`src/rtl/mw_rd_pkg.sv`:
```
package mw_rd_pkg;
  localparam logic [2:0] RD_OPCODE = 3'b110;
  localparam int unsigned OP_W = 3;

  // select + 2 per bit + post-data low + trailing high + trailing low, minus one
  function automatic int unsigned last_phase(input int unsigned aw, input int unsigned dw);
    return 2 * (OP_W + aw + dw) + 3;
  endfunction
endpackage

```
`src/rtl/mw_half_tick.sv`:
```
module mw_half_tick #(
  parameter int unsigned HALF_PERIOD = 8000
) (
  input  logic clk_i,
  input  logic rst_ni,
  input  logic run_i,
  output logic tick_o
);
  localparam int unsigned CW = (HALF_PERIOD < 2) ? 1 : $clog2(HALF_PERIOD);
  localparam logic [CW-1:0] TOP = CW'(HALF_PERIOD - 1);

  logic [CW-1:0] cnt_q;

  always_ff @(posedge clk_i or negedge rst_ni) begin
    if (!rst_ni)                    cnt_q <= '0;
    else if (!run_i || cnt_q == TOP) cnt_q <= '0;
    else                            cnt_q <= cnt_q + 1'b1;
  end

  assign tick_o = run_i && (cnt_q == TOP);
endmodule

```
`src/rtl/mw_rd_seq.sv`:
```
module mw_rd_seq
  import mw_rd_pkg::*;
#(
  parameter int unsigned ADDR_W = 6,
  parameter int unsigned DATA_W = 16
) (
  input  logic              clk_i,
  input  logic              rst_ni,
  input  logic              req_i,
  input  logic [ADDR_W-1:0] addr_i,
  input  logic              tick_i,
  input  logic              miso_i,
  output logic              cs_o,
  output logic              sk_o,
  output logic              di_o,
  output logic              busy_o,
  output logic              done_o,
  output logic [DATA_W-1:0] data_o
);
  localparam int unsigned CMD_W    = OP_W + ADDR_W;
  localparam int unsigned CMD_END  = 2 * CMD_W;
  localparam int unsigned DATA_END = 2 * (CMD_W + DATA_W);
  localparam int unsigned LAST     = last_phase(ADDR_W, DATA_W);
  localparam int unsigned PW       = $clog2(LAST + 1);

  logic [PW-1:0]     phase_q;
  logic              busy_q, done_q;
  logic [CMD_W-1:0]  cmd_q;
  logic [DATA_W-1:0] rx_q, data_q;
  logic              hi_half;

  // even phases 2..DATA_END are the high half of a bit slot
  assign hi_half = !phase_q[0] && (phase_q != '0) && (phase_q <= PW'(DATA_END));

  always_ff @(posedge clk_i or negedge rst_ni) begin
    if (!rst_ni) begin
      phase_q <= '0;
      busy_q  <= 1'b0;
      done_q  <= 1'b0;
      cmd_q   <= '0;
      rx_q    <= '0;
      data_q  <= '0;
    end else begin
      done_q <= 1'b0;
      if (!busy_q) begin
        if (req_i) begin
          busy_q  <= 1'b1;
          phase_q <= '0;
          cmd_q   <= {RD_OPCODE, addr_i};
        end
      end else if (tick_i) begin
        if (phase_q == PW'(LAST)) begin
          busy_q <= 1'b0;
          done_q <= 1'b1;
          data_q <= rx_q;
        end else begin
          phase_q <= phase_q + 1'b1;
        end
        if (hi_half && phase_q <= PW'(CMD_END)) cmd_q <= {cmd_q[CMD_W-2:0], 1'b0};
        if (hi_half && phase_q >  PW'(CMD_END)) rx_q  <= {rx_q[DATA_W-2:0], miso_i};
      end
    end
  end

  assign cs_o   = busy_q && (phase_q <= PW'(DATA_END + 1));
  assign sk_o   = busy_q && (hi_half || phase_q == PW'(DATA_END + 2));
  assign di_o   = busy_q && (phase_q != '0) && (phase_q <= PW'(CMD_END)) && cmd_q[CMD_W-1];
  assign busy_o = busy_q;
  assign done_o = done_q;
  assign data_o = data_q;
endmodule

```
`src/rtl/mw_eeprom_rd.sv`:
```
module mw_eeprom_rd #(
  parameter int unsigned HALF_PERIOD = 8000,
  parameter int unsigned ADDR_W      = 6,
  parameter int unsigned DATA_W      = 16
) (
  input  logic              clk_i,
  input  logic              rst_ni,
  input  logic              req_i,
  input  logic [ADDR_W-1:0] addr_i,
  input  logic              eep_do_i,
  output logic              eep_cs_o,
  output logic              eep_sk_o,
  output logic              eep_di_o,
  output logic              busy_o,
  output logic              done_o,
  output logic [DATA_W-1:0] data_o
);
  logic tick;
  logic busy;

  mw_half_tick #(.HALF_PERIOD(HALF_PERIOD)) u_tick (
    .clk_i  (clk_i),
    .rst_ni (rst_ni),
    .run_i  (busy),
    .tick_o (tick)
  );

  mw_rd_seq #(.ADDR_W(ADDR_W), .DATA_W(DATA_W)) u_seq (
    .clk_i  (clk_i),
    .rst_ni (rst_ni),
    .req_i  (req_i),
    .addr_i (addr_i),
    .tick_i (tick),
    .miso_i (eep_do_i),
    .cs_o   (eep_cs_o),
    .sk_o   (eep_sk_o),
    .di_o   (eep_di_o),
    .busy_o (busy),
    .done_o (done_o),
    .data_o (data_o)
  );

  assign busy_o = busy;
endmodule

```
`config.mk`:
```
export PLATFORM = sky130hd
export DESIGN_NAME = mw_eeprom_rd
export DESIGN_NICKNAME = d
export VERILOG_FILES = /design/src/rtl/mw_rd_pkg.sv /design/src/rtl/mw_half_tick.sv /design/src/rtl/mw_rd_seq.sv /design/src/rtl/mw_eeprom_rd.sv
export SDC_FILE = /design/constraint.sdc
export NUM_CORES = 1
export LEC_CHECK = 0
export BUFFER_PORTS_ARGS = -buffer_cell sky130_fd_sc_hd__buf_2
export CORE_MARGIN = 4
export CORE_UTILIZATION = 45
export CTS_CLUSTER_SIZE = 20
export DETAILED_ROUTE_END_ITERATION = 8
export PLACE_DENSITY = 0.65
export SYNTH_ARGS = -nofsm -noshare
export SYNTH_HDL_FRONTEND = slang
export SYNTH_SLANG_ARGS = --single-unit
```
`constraint.sdc`:
```
create_clock -name clk_i -period 2.6 [get_ports clk_i]
set_input_delay 0.39 -clock clk_i [delete_from_list [all_inputs] [get_ports clk_i]]
set_output_delay 0.39 -clock clk_i [all_outputs]
set_load 0.02 [all_outputs]
```
======== After elaboration in Yosys (flattened, before gate mapping) ========
Cells that the tools add are included.
storage, ports and cells
  flip-flop bits (word level) ............. 62
  input port bits ......................... 10
  memory bits (read-only) ................. 0
  word-level logic and storage cells ...... 55
  bits in latches ......................... 0
  memory bits (writable) .................. 0
  memories kept ........................... 0
  output and inout port bits .............. 21
cells by class
  shifts and indexed selects .............. 0
  add/sub/neg operators ................... 2
  equal/unequal tests ..................... 6
  divide/modulo/power cells ............... 0
  muxes and demuxes ....................... 16
  bitwise logic cells ..................... 0
  multiply operators ...................... 0
  reductions and logical operators ........ 20
  magnitude comparators ................... 4
operators with widths
  cell                                                           number
  2-to-1 mux 9 bit                                               4
  2-to-1 mux 6 bit                                               4
  adder 13 x 1 -> 13 bit, second input constant                  1
  == test 13 bit, second input constant                          1
  2-to-1 mux 13 bit                                              1
  == test 6 bit, second input constant                           2
  <= comparator 6 bit, second input constant                     2
  AND reduction 3 bit                                            4
  logical AND 1 bit                                              10
  2-to-1 mux 1 bit                                               7
  adder 6 x 1 -> 6 bit, second input constant                    1
  greater-than comparator 6 x 5 -> 1 bit, second input constant  1
  <= comparator 6 x 5 -> 1 bit, second input constant            1
  inequality test 2 bit, second input constant                   3
  nonzero test 6 bit                                             1
  zero test 1 bit                                                2
  logical OR 1 bit                                               2
  nonzero test 2 bit                                             1

======== Logic depth before layout (Yosys ltp) ========
  word-level depth ........................ 7
  depth in mapped cells ................... 9
  depth with buffers taken out ............ 8

======== By module ========
A second synthesis with hierarchy kept.
second synthesis, totals
  cells, all modules ...................... 243
  area total of the unflattened synthesis .. 2982.9 sq um
by module, submodules not included
  module        cells an instance  seq. area each (sq um)  area each (sq um)  instances
  mw_rd_seq     173                1226.2                  2298.5             1
  mw_half_tick  70                 325.3                   684.4              1

======== Worst setup path after synthesis ========
Ideal clock, no wire load.
  kind .................................... reg-to-reg
  from .................................... register u_seq.phase_q[0]
  to ...................................... register u_seq.rx_q[10]
  stages on the path, launching flop included .. 10
  required time ........................... 2.475 ns
  setup slack ............................. 0.077 ns
  arrival ................................. 2.398 ns
  period minus slack after synthesis ...... 2.523 ns
  library setup time ...................... 0.125 ns
  buffers on the path ..................... 2
  cell sequence ........................... dfrtp_1 > clkbuf_1 > inv_1 > ha_1 > nand2b_1 > a21boi_0 > nor2_1 > nor4_4 > buf_6 > mux2_2
on the way
  longest elaborated chain between the ends .. 5
  elaborated cells between the ends (all ways) .. 8
  those cells by class .................... order compare (2); reduce/logical (6)
RTL lines
  item                                                                         line             source
  start, declared                                                              mw_rd_seq.sv:26  logic [PW-1:0] phase_q;
  start signal, assigned                                                       mw_rd_seq.sv:57  phase_q <= phase_q + 1'b1;
  parallel branches: the longest is 3 deep, another holds <= comparator 6 bit  --
  logical AND 1 bit (*)                                                        mw_rd_seq.sv:60  if (hi_half && phase_q > PW'(CMD_END)) rx_q <= {rx_q[DATA_W-2:0], miso_i};
  AND reduction 3 bit (no line) (*)                                            --
  end signal, assigned                                                         mw_rd_seq.sv:60
  end, declared                                                                mw_rd_seq.sv:29  logic [DATA_W-1:0] rx_q, data_q;
Mark *: on every way between the ends.
A chain may end at the register's enable or synchronous reset.

======== Final worst setup path ========
  from .................................... register u_seq.phase_q[0]
  to ...................................... output eep_di_o
on the way
  longest elaborated chain between the ends .. 4
  elaborated cells between the ends (all ways) .. 5
  those cells by class .................... order compare (1); reduce/logical (4)
RTL lines
  item                                                                                  line                source
  parallel branches: the longest is 2 deep, another holds <= comparator 6 x 5 -> 1 bit  --
  logical AND 1 bit (*) (2 in a row)                                                    mw_rd_seq.sv:67     assign di_o = busy_q && (phase_q != '0) && (phase_q <= PW'(CMD_END)) && cmd_q[CMD_W-1];
  end, declared                                                                         mw_eeprom_rd.sv:13  output logic eep_di_o,
Marked as above.

==> flow_summary.yaml <==
worst_setup_path:
  path_cells: "inv_1, ha_1, nand2b_1, a21boi_0, or3_1, nor2_1, buf_2"
  cp_max_fo: 3
  critPathTopFamily: "simple AND/OR/NAND/NOR gates"
  rrSetupSlack_ns: 0.31
  r2r-end: "u_seq.cmd_q[6]"
  critPathBufInv: 2
  crit_arrival_ns: 1.92
  end_kind: "output pin"
  r2r-start: "u_tick.cnt_q[7]"
  worstSetupStartpointType: "flop"
  worstRegToRegCells: 6
  crit_slowest_cell: "or3_1"
  cpPeakStageDelay_ns: 0.41
  crit_required_ns: 2.21
  worstSetupPathType: "flop to output pin"
die:
  ios: 31
  rows: 28
  dieHeight_um: 86.6
  core_region_area_um2: 5960
  dieArea_um2: 7500
  start_util_pct: 46.7
  die_width_um: 86.6
sta:
  slew_headroom_pct: 59.3
  fmax_mhz: 432
  setup_viol: 0
  tightest_slew_ns: 0.610
  clock_skew_ns: 0.00841
  whs_ns: 0.0696
  tns_ns: 0
  slew_viol_final: 0
  period_share_pct: 88.9
  finalHoldViolations: 0
  rsz0062_at_grt: "false"
  post-route-min-period_ns: 2.31
clocking:
  clk_pin_slew_ns: 0.07
  cts_buffers: 9
  cts_sinks: 62
  root_buffer: "clkbuf_8"
  cts_resized: 0
  clockBufferDepth: 2
  cts_hold_buf: 0
  clkLatencyLatePin_ns: 0.33
  cts_setup_buffers: 0
  cts_tree: "built"
  htreeDepth: 3
pwr:
  vdd_drop_max_mv: 0.415
  swShare_pct: 23.1
  p_per_area_nw_per_um2: 704
  combPwrFrac_pct: 9.6
  power.leakage_nw: 1.66
  p_seq_share_pct: 47.7
  switching_power_mw: 0.533
  power_frac_clock_pct: 42.7
  internal_power_mw: 1.77
detailed_routing:
  vias_per_cell: 5.11
  wl_per_cell_um: 13.1
  final_antenna_net_count: 0
  num_vias: 1964
  drt-initial-drc-count: 60
  drc: 0
  drt_wl_total_um: 5030
  first_pass_iters: 4
grt:
  grt_pass1_wl_um: 8970
  overflow: 0
  grt_max_degree: 38
  grt_pass1_vias: 1946
  grtUsageTotal_pct: 15.2
  antenna_found_initial: 0
synthesis:
  yosys_warnings: 0
  avgSynthCellArea_um2: 10.5
  ys.flop_type: "dfrtp_1"
  synth.cell_area_um2: 2780
  synth.distinct_cells: 41
  syn-num-nets: 281
  synth_edf_count: 0
  ys_ff_latch: 62
  ys_async_sr_fraction_pct: 100
  netlist_instances: 266
  ys_seq_area_share_pct: 55.8
final_layout:
  post-route-util_pct: 55.0
  drive_gt1_share_pct: 23.6
  area_growth_pct: 17.7
  mostFrequentLayoutCell: "nand2_1"
  num-fill-cells: 535
  n_antenna_cell: 0
  seqCellArea_um2: 1550
  multi_input_area_um2: 1170
  final_cells: 384
  nets: 319
  layout_common_cells: "nand2_1, dfrtp_1, nor2_1, buf_2, mux2_2"
placed_design:
  post-dp-hpwl_um: 3540
  gp_congestion: 0.847
  place_inst: 368
  io_buffers: 30
status:
  status: "completed"
worst_hold_path:
  min_path_type: "input pin to async pin"
run:
  maxCapViolCount: 0
-- metal layers --
layer  vias up  share of wire, %  global-route usage [%]
met5         -                 0                       0
met4         0               1.8                    5.95
met3         9               4.0                    4.09
met2        41                46                    23.2
met1       941                48                    20.6
li1        973                 -                       -
-- cell type report --
cell class	instances	area share (%)
Timing Repair Buffer	37	6.57
Sequential cell	62	47.4
Tap cell	75	2.87
Clock buffer	12	4.13
Multi-Input combinational cell	190	35.7
Inverter	4	0.459
Clock inverter	4	2.91
-- cell usage after synthesis (2+ instances only) --
cell      instances  area share, %
nand2_1          63            8.5
dfrtp_1          62             56
nor2_1           31            4.2
mux2_2           16            6.5
clkbuf_1          7           0.94
xor2_1            7            2.2
xnor2_1           6            1.9
a21oi_1           5           0.90
ha_1              5            2.2
nor3_1            5           0.90
nor3b_1           5            1.3
o22ai_1           5            1.1
and3_1            4           0.90
nand3_1           4           0.72
nand4_1           4           0.90
inv_1             3           0.40
a311oi_1          2           0.63
and2_1            2           0.45
buf_2             2           0.36
nand2b_1          2           0.45
nor2b_1           2           0.45
nor4_4            2            1.5
nor4b_1           2           0.63
o22a_1            2           0.63
or4_1             2           0.54
-- sequential cells by signal (all words and copies together), names as in the netlist --
| signal | flops |
|---|---|
| u_seq.cmd_q | 9 |
| u_seq.done_o | 1 |
| u_seq.phase_q | 6 |
| u_seq.busy_o | 1 |
| u_tick.cnt_q | 13 |
| u_seq.data_o | 16 |
| u_seq.rx_q | 16 |
-- metrics by stage --
step | area [µm²] | power, mW | setup slack, ns
floorplan | 2780 | 1.26 | 0.0769
global placement | 3040 | 1.33 | 0.344
detailed placement | 3040 | 1.34 | 0.311
CTS | 3270 | 2.34 | 0.259
global route | 3270 | 2.42 | 0.123
finish | 3270 | 2.30 | 0.287
-- power groups by stage --
stage / Sequential (mW) / Combinational, mW / Clock [mW]
global route: 1.11 / 0.254 / 1.06
global placement: 1.11 / 0.219 / 0
CTS: 1.10 / 0.225 / 1.01
detailed placement: 1.12 / 0.224 / 0
floorplan: 1.10 / 0.165 / 0
finish: 1.10 / 0.221 / 0.984
-- worst max path at each step --
stage | start | endpoint | slack, ns | cells after the start
floorplan | u_seq.phase_q[0] | u_seq.rx_q[10] | 0.08 | 9
global placement | u_tick.cnt_q[7] | u_seq.cmd_q[6] | 0.34 | 6
detailed placement | u_tick.cnt_q[7] | u_seq.cmd_q[6] | 0.31 | 6
CTS | u_seq.phase_q[0] | eep_di_o | 0.26 | 7
global route | u_seq.phase_q[0] | eep_di_o | 0.12 | 7
finish | u_seq.phase_q[0] | eep_di_o | 0.29 | 7
-- logic make-up (layout without fill, tap and decap cells) --
group                    after synthesis  count (layout)  share of synthesized area [%]
AND/OR/NAND/NOR                      135             135                           23.9
flip-flops                            62              62                           55.8
AO/OA/AOI/OAI                         21              21                           5.26
multiplexers                          16              16                           6.48
buffers and inverters                 14              57                           2.25
XOR/XNOR                              13              13                           4.09
adder cells (fa/ha/maj)                5               5                           2.25
(Power assumes the default switching activity.)
